**src/rtl/acc_alu_pkg.sv**
```systemverilog
package acc_alu_pkg;
  localparam int unsigned DATA_W = 8;
  localparam int unsigned NIB_W  = 4;

  typedef enum logic [3:0] {
    OP_ADD = 4'd0,
    OP_SUB = 4'd1,
    OP_AND = 4'd2,
    OP_OR  = 4'd3,
    OP_XOR = 4'd4,
    OP_COM = 4'd5,
    OP_MOV = 4'd6,
    OP_RL  = 4'd7,
    OP_RR  = 4'd8
  } op_e;

  typedef enum logic [1:0] {
    SRC_FILE = 2'd0,
    SRC_LIT  = 2'd1,
    SRC_W    = 2'd2,
    SRC_ALT  = 2'd3
  } src_e;

  typedef struct packed {
    logic upd_c;
    logic upd_dc;
    logic upd_z;
  } flag_upd_t;
endpackage

```
**src/rtl/acc_alu_datapath.sv**
```systemverilog
module acc_alu_datapath
  import acc_alu_pkg::*;
#(
  parameter int unsigned DW = DATA_W,
  parameter int unsigned NW = NIB_W
) (
  input  logic [3:0]    op,
  input  logic [1:0]    src,
  input  logic [DW-1:0] file_data,
  input  logic [DW-1:0] lit_data,
  input  logic [DW-1:0] w_val,
  input  logic          c_in,
  output logic [DW-1:0] operand,
  output logic [DW-1:0] result,
  output logic          c_out,
  output logic          dc_out,
  output flag_upd_t     upd
);
  logic          is_sub;
  logic [DW-1:0] addend;
  logic [DW:0]   sum_full;
  logic [NW:0]   sum_nib;

  always_comb begin
    unique case (src_e'(src))
      SRC_LIT: operand = lit_data;
      SRC_W:   operand = w_val;
      default: operand = file_data;
    endcase
  end

  // Shared adder: subtraction adds the inverted W with a carry-in of one.
  assign is_sub   = (op == OP_SUB);
  assign addend   = is_sub ? ~w_val : w_val;
  assign sum_full = {1'b0, operand} + {1'b0, addend} + {{DW{1'b0}}, is_sub};
  assign sum_nib  = {1'b0, operand[NW-1:0]} + {1'b0, addend[NW-1:0]} + {{NW{1'b0}}, is_sub};

  always_comb begin
    result = operand;
    c_out  = c_in;
    dc_out = sum_nib[NW];
    upd    = '{upd_c: 1'b0, upd_dc: 1'b0, upd_z: 1'b0};
    case (op)
      OP_ADD, OP_SUB: begin
        result = sum_full[DW-1:0];
        c_out  = sum_full[DW];
        upd    = '{upd_c: 1'b1, upd_dc: 1'b1, upd_z: 1'b1};
      end
      OP_AND: begin result = operand & w_val; upd.upd_z = 1'b1; end
      OP_OR:  begin result = operand | w_val; upd.upd_z = 1'b1; end
      OP_XOR: begin result = operand ^ w_val; upd.upd_z = 1'b1; end
      OP_COM: begin result = ~operand;        upd.upd_z = 1'b1; end
      OP_MOV: begin result = operand;         upd.upd_z = 1'b1; end
      OP_RL: begin
        result    = {operand[DW-2:0], c_in};
        c_out     = operand[DW-1];
        upd.upd_c = 1'b1;
      end
      OP_RR: begin
        result    = {c_in, operand[DW-1:1]};
        c_out     = operand[0];
        upd.upd_c = 1'b1;
      end
      default: result = operand;
    endcase
  end
endmodule

```
**src/rtl/acc_alu_flags.sv**
```systemverilog
module acc_alu_flags
  import acc_alu_pkg::*;
#(
  parameter int unsigned DW = DATA_W
) (
  input  logic          clk,
  input  logic          rst_n,
  input  logic          fire,
  input  flag_upd_t     upd,
  input  logic          c_new,
  input  logic          dc_new,
  input  logic [DW-1:0] result,
  output logic          c_q,
  output logic          dc_q,
  output logic          z_q
);
  always_ff @(posedge clk) begin
    if (!rst_n) begin
      c_q  <= 1'b0;
      dc_q <= 1'b0;
      z_q  <= 1'b0;
    end else if (fire) begin
      if (upd.upd_c)  c_q  <= c_new;
      if (upd.upd_dc) dc_q <= dc_new;
      if (upd.upd_z)  z_q  <= (result == '0);
    end
  end

  assert_idle_hold_R10: assert property (@(posedge clk) disable iff (!rst_n)
    !fire |=> ($stable(c_q) && $stable(dc_q) && $stable(z_q)));
endmodule

```
**src/rtl/acc_alu_wreg.sv**
```systemverilog
module acc_alu_wreg #(
  parameter int unsigned DW = 8
) (
  input  logic          clk,
  input  logic          rst_n,
  input  logic          load,
  input  logic [DW-1:0] d,
  output logic [DW-1:0] q
);
  always_ff @(posedge clk) begin
    if (!rst_n)    q <= '0;
    else if (load) q <= d;
  end
endmodule

```
**src/rtl/acc_alu.sv**
```systemverilog
module acc_alu
  import acc_alu_pkg::*;
(
  input  logic              clk,
  input  logic              rst_n,
  input  logic              op_valid,
  output logic              op_ready,
  input  logic [3:0]        op_code,
  input  logic [1:0]        src_sel,
  input  logic              dst_file,
  input  logic [DATA_W-1:0] file_data,
  input  logic [DATA_W-1:0] lit_data,
  output logic              wr_valid,
  input  logic              wr_ready,
  output logic [DATA_W-1:0] wr_data,
  output logic [DATA_W-1:0] w_q,
  output logic              flag_c,
  output logic              flag_dc,
  output logic              flag_z
);
  logic [DATA_W-1:0] operand;
  logic [DATA_W-1:0] result;
  logic              c_new;
  logic              dc_new;
  flag_upd_t         upd;
  logic              fire;

  // Handshake: W-bound operations never stall; file-bound ones wait on the port.
  assign op_ready = dst_file ? wr_ready : 1'b1;
  assign wr_valid = op_valid && dst_file;
  assign wr_data  = result;
  assign fire     = op_valid && op_ready;

  acc_alu_datapath #(.DW(DATA_W), .NW(NIB_W)) u_dp (
    .op        (op_code),
    .src       (src_sel),
    .file_data (file_data),
    .lit_data  (lit_data),
    .w_val     (w_q),
    .c_in      (flag_c),
    .operand   (operand),
    .result    (result),
    .c_out     (c_new),
    .dc_out    (dc_new),
    .upd       (upd)
  );

  acc_alu_flags #(.DW(DATA_W)) u_flags (
    .clk    (clk),
    .rst_n  (rst_n),
    .fire   (fire),
    .upd    (upd),
    .c_new  (c_new),
    .dc_new (dc_new),
    .result (result),
    .c_q    (flag_c),
    .dc_q   (flag_dc),
    .z_q    (flag_z)
  );

  acc_alu_wreg #(.DW(DATA_W)) u_wreg (
    .clk   (clk),
    .rst_n (rst_n),
    .load  (fire && !dst_file),
    .d     (result),
    .q     (w_q)
  );

  assert_sub_noborrow_R3: assert property (@(posedge clk) disable iff (!rst_n)
    (fire && op_code == OP_SUB) |=> (flag_c == ($past(operand) >= $past(w_q))));

  assert_rot_keep_R6: assert property (@(posedge clk) disable iff (!rst_n)
    (fire && (op_code == OP_RL || op_code == OP_RR)) |=> ($stable(flag_z) && $stable(flag_dc)));

  assert_logic_keep_R5: assert property (@(posedge clk) disable iff (!rst_n)
    (fire && op_code inside {OP_AND, OP_OR, OP_XOR, OP_COM, OP_MOV}) |=> ($stable(flag_c) && $stable(flag_dc)));

  assert_file_w_hold_R9: assert property (@(posedge clk) disable iff (!rst_n)
    (op_valid && dst_file) |=> $stable(w_q));

  assert_backpressure_R10: assert property (@(posedge clk) disable iff (!rst_n)
    (dst_file && !wr_ready) |-> !op_ready);

  assert_wport_idle_R8: assert property (@(posedge clk) disable iff (!rst_n)
    !(op_valid && dst_file) |-> !wr_valid);

  assert_z_result_R4: assert property (@(posedge clk) disable iff (!rst_n)
    (fire && op_code <= 4'd6) |=> (flag_z == ($past(wr_data) == '0)));
endmodule

```
**config.mk**
```make
export PLATFORM = sky130hd
export DESIGN_NAME = acc_alu
export DESIGN_NICKNAME = d
export VERILOG_FILES = /design/src/rtl/acc_alu_pkg.sv /design/src/rtl/acc_alu_datapath.sv /design/src/rtl/acc_alu_flags.sv /design/src/rtl/acc_alu_wreg.sv /design/src/rtl/acc_alu.sv
export SDC_FILE = /design/constraint.sdc
export NUM_CORES = 1
export LEC_CHECK = 0
export BUFFER_PORTS_ARGS = -buffer_cell sky130_fd_sc_hd__buf_2
export CORE_UTILIZATION = 50
export CTS_CLUSTER_DIAMETER = 40
export DETAILED_ROUTE_END_ITERATION = 8
export GPL_ROUTABILITY_DRIVEN = 0
export MAX_ROUTING_LAYER = met4
export PLACE_DENSITY = 0.86
export SYNTH_ARGS = -nofsm -noshare
export SYNTH_HDL_FRONTEND = slang
export SYNTH_SLANG_ARGS = --single-unit
```
**constraint.sdc**
```tcl
create_clock -name clk -period 4.7 [get_ports clk]
set_input_delay 0.94 -clock clk [delete_from_list [all_inputs] [get_ports clk]]
set_output_delay 0.94 -clock clk [all_outputs]
set_load 0.02 [all_outputs]
```
==> results.json <==
{
  "rsz0062_at_grt": "true",
  "r2r_slack_ns": 1.63,
  "grt_max_degree": 35,
  "start_util_pct": 54.4,
  "ioPinCount": 48,
  "end_kind": "output port",
  "num_vias": 2546,
  "switchingPower_w": 0.000229,
  "hold_class": "flop to flop",
  "io_buffers": 47,
  "grt_pass1_wl_mm": 10.6,
  "grt_remaining_overflow": 0,
  "synth_largest_area_cell": "ha_1",
  "fmax_mhz": 214,
  "ys_warn_count": 0,
  "tritoncts": "built",
  "syn_avg_cell_area_sq_um": 7.27,
  "ys_async_sr_fraction_pct": 0,
  "p_int_w": 0.000287,
  "synth_ff_type": "dfxtp_1",
  "cap_violations": 0,
  "h-tree-depth": 1,
  "clock_sinks": 11,
  "ys_seq_area_share_pct": 10.7,
  "max-slew-margin-rel_pct": 54.5,
  "rows": 22,
  "wire_per_inst_um": 17.3,
  "peakVddDrop_mv": 0.178,
  "core_sq_um": 3800,
  "clk_path_buf_depth": 2,
  "worstPathRequired_ns": 3.76,
  "insertion_delay_ns": 0.24,
  "min_period_ns": 4.68,
  "root_buffer": "clkbuf_8",
  "finalCritPeriodShare_pct": 99.7,
  "diodes": 0,
  "wl_mm": 6.73,
  "fin_tns_setup_ns": 0,
  "drt_first_pass_iters": 7,
  "synth_edf_count": 0,
  "dp_cells": 384,
  "fillers": 311,
  "finalSetupViolCount": 0,
  "viasPerCell": 6.54,
  "antenna_found_initial": 0,
  "clk_pin_slew_ns": 0.05,
  "critical_path.max_fanout": 7,
  "pwr-share-comb_pct": 59.6,
  "synthCells": 284,
  "synth.cell_area_sq_um": 2070,
  "powerDensity_nw_per_um2": 201,
  "hold_viol": 0,
  "synthTopCellsByArea": "ha_1 13%, dfxtp_1 11%, nand2_1 5.3%",
  "synth.distinct_cells": 70,
  "grt_usage_pct": 31.7,
  "slew_violations": 0,
  "status": "completed",
  "finClkSkew_ns": 0.00355,
  "drc_errors": 0,
  "fp.dieH_um": 66.3,
  "dieArea_sq_um": 4390,
  "swShare_pct": 44.4,
  "ys_ff_latch": 11,
  "synth_top_area_share_pct": 12.7,
  "startpoint_type": "primary input",
  "grt_pass1_vias": 2255,
  "drive_above_1_share_pct": 27.9,
  "worstPathArrival_ns": 3.74,
  "p_seq_share_pct": 21.2,
  "pwr-share-clk_pct": 19.2,
  "hpwl_mm": 4.94,
  "ant_nets": 0,
  "cts_hold_buf": 0,
  "fin_nets": 391,
  "power.leakage_nw": 1.19,
  "drtIter0Drc": 213,
  "tightestPinTransition_ns": 0.680,
  "cts_buffers": 3,
  "area_growth_pct": 24.2,
  "critPathKind": "primary input to output port",
  "die_w_um": 66.3,
  "final_cells": 389,
  "synth_nets": 333
}
## layer usage
metal	track usage [%]	wire (um)	share of wire, %	up-vias
met3	3.45	579	8.6	22
met1	40.9	2860	43	1181
met5	-	0	0	-
li1	-	-	-	1182
met2	51.5	3060	45	161
met4	10.1	223	3.3	0
## power by group through the flow
stage	clock network, W	logic (W)	registers [W]
after global routing	0.000102	0.000331	0.000110
after detailed placement	0	0.000288	0.000111
final	0.0000990	0.000308	0.000109
after CTS	0.0000980	0.000297	0.000109
after floorplan	0	0.000187	0.000114
after global placement	0	0.000279	0.000111
## stage by stage
step | instance area [sq um] | worst slack [ns] | total power, W | hold slack [ns] | util (%)
floorplan | 2080 | 0.0886 | 0.000300 | 0.547 | -
global placement | 2460 | 0.0371 | 0.000390 | 0.464 | 64.9
detailed placement | 2460 | -0.0740 | 0.000399 | 0.478 | 64.9
CTS | 2540 | 0.0263 | 0.000504 | 0.489 | 67.0
global route | 2570 | -0.0724 | 0.000543 | 0.512 | 67.6
finish | 2570 | 0.0163 | 0.000516 | 0.486 | 67.6
## worst max-delay path: stages
cell and delay [ns]:
buf_2 0.10, inv_1 0.05, ha_2 0.30, a211o_1 0.29, nand3_1 0.09, o21ai_0 0.12, fa_2 0.38, a21o_1 0.22
a21oi_4 0.22, nor3_1 0.09, or4_1 0.53, a31oi_2 0.19, inv_1 0.06, buf_2 0.15
## placed cells by master (no fill, tap or decap), types with 5 or more instances in the layout
cell type  count
a21oi_1        8
a22oi_1       10
a31oi_1        5
buf_2         46
buf_4         25
dfxtp_1       11
ha_1          20
inv_1         17
nand2_1       29
nand2b_1       6
nor2_1        17
nor2b_1       10
nor3_1         7
o211ai_1       5
o21ai_0        8
o21ai_1        8
o22ai_1        5
xnor2_1        9
## cells in the mapped netlist (2+ instances only)
master	number
nor4b_1	2
dfxtp_1	11
mux2i_1	2
a31oi_1	6
a21oi_1	9
o211ai_1	5
a211oi_1	3
inv_1	17
o21ai_1	8
o21bai_1	2
nor2_1	18
a221oi_1	2
a21o_1	4
nand3_1	4
buf_2	8
clkbuf_1	9
nor3_1	7
nand2_1	29
and2_1	3
o32a_1	2
inv_2	3
a22oi_1	10
or4_1	2
xnor2_1	10
o32ai_1	2
ha_1	21
o221ai_1	3
o22ai_1	5
o31a_1	2
o21a_1	4
and3b_1	2
or4b_1	2
o211a_1	4
a21boi_0	2
nor2b_1	10
nor3b_1	2
a2111oi_0	3
nor4_1	2
nand2b_1	6
o21ai_0	8
## repair_timing
item | CTS | global route
endpoints found under the hold margin | 0 | 0
gates resized for setup | 5 | 5
pin swaps | 2 | 0
setup endpoints to repair | 3 | 4
setup buffers | 1 | 0
## path summary, 6_finish.rpt
kind,start,endpoint,depth (start not counted)
hold / removal,u_flags.z_q,u_flags.z_q,2
hold reg to reg,u_flags.z_q,u_flags.z_q,2
setup / recovery,src_sel[0],wr_data[6],14
setup reg to reg,u_wreg.q[1],u_flags.z_q,11
## kinds of logic (layout without fill, tap and decap cells)
logic type,Yosys count,in the layout,share of synthesized area [%]
buffers and inverters,39,96,7.93
and+or+nand+nor,97,97,25.1
muxes,2,2,0.969
DFF,11,11,10.7
adders and majority gates,23,23,14.2
xor gates and xnor gates,13,13,6.24
AOI/OAI and AO/OA,99,99,34.8
## layout make-up
cell class	count	area [sq um]	share of cell area [%]
sequential	11	220	8.58
timing repair buffer	72	429	16.7
multi-input combinational	234	1740	67.7
tap	48	60.1	2.34
inverter	20	75.1	2.93
clock buffer	4	45.0	1.76
## state kept, by name (all words and copies together), names as in the netlist
signal,cells
u_flags.c_q,1
u_flags.dc_q,1
u_flags.z_q,1
u_wreg.q,8
No activity file was read; power rests on OpenSTA's default activity.
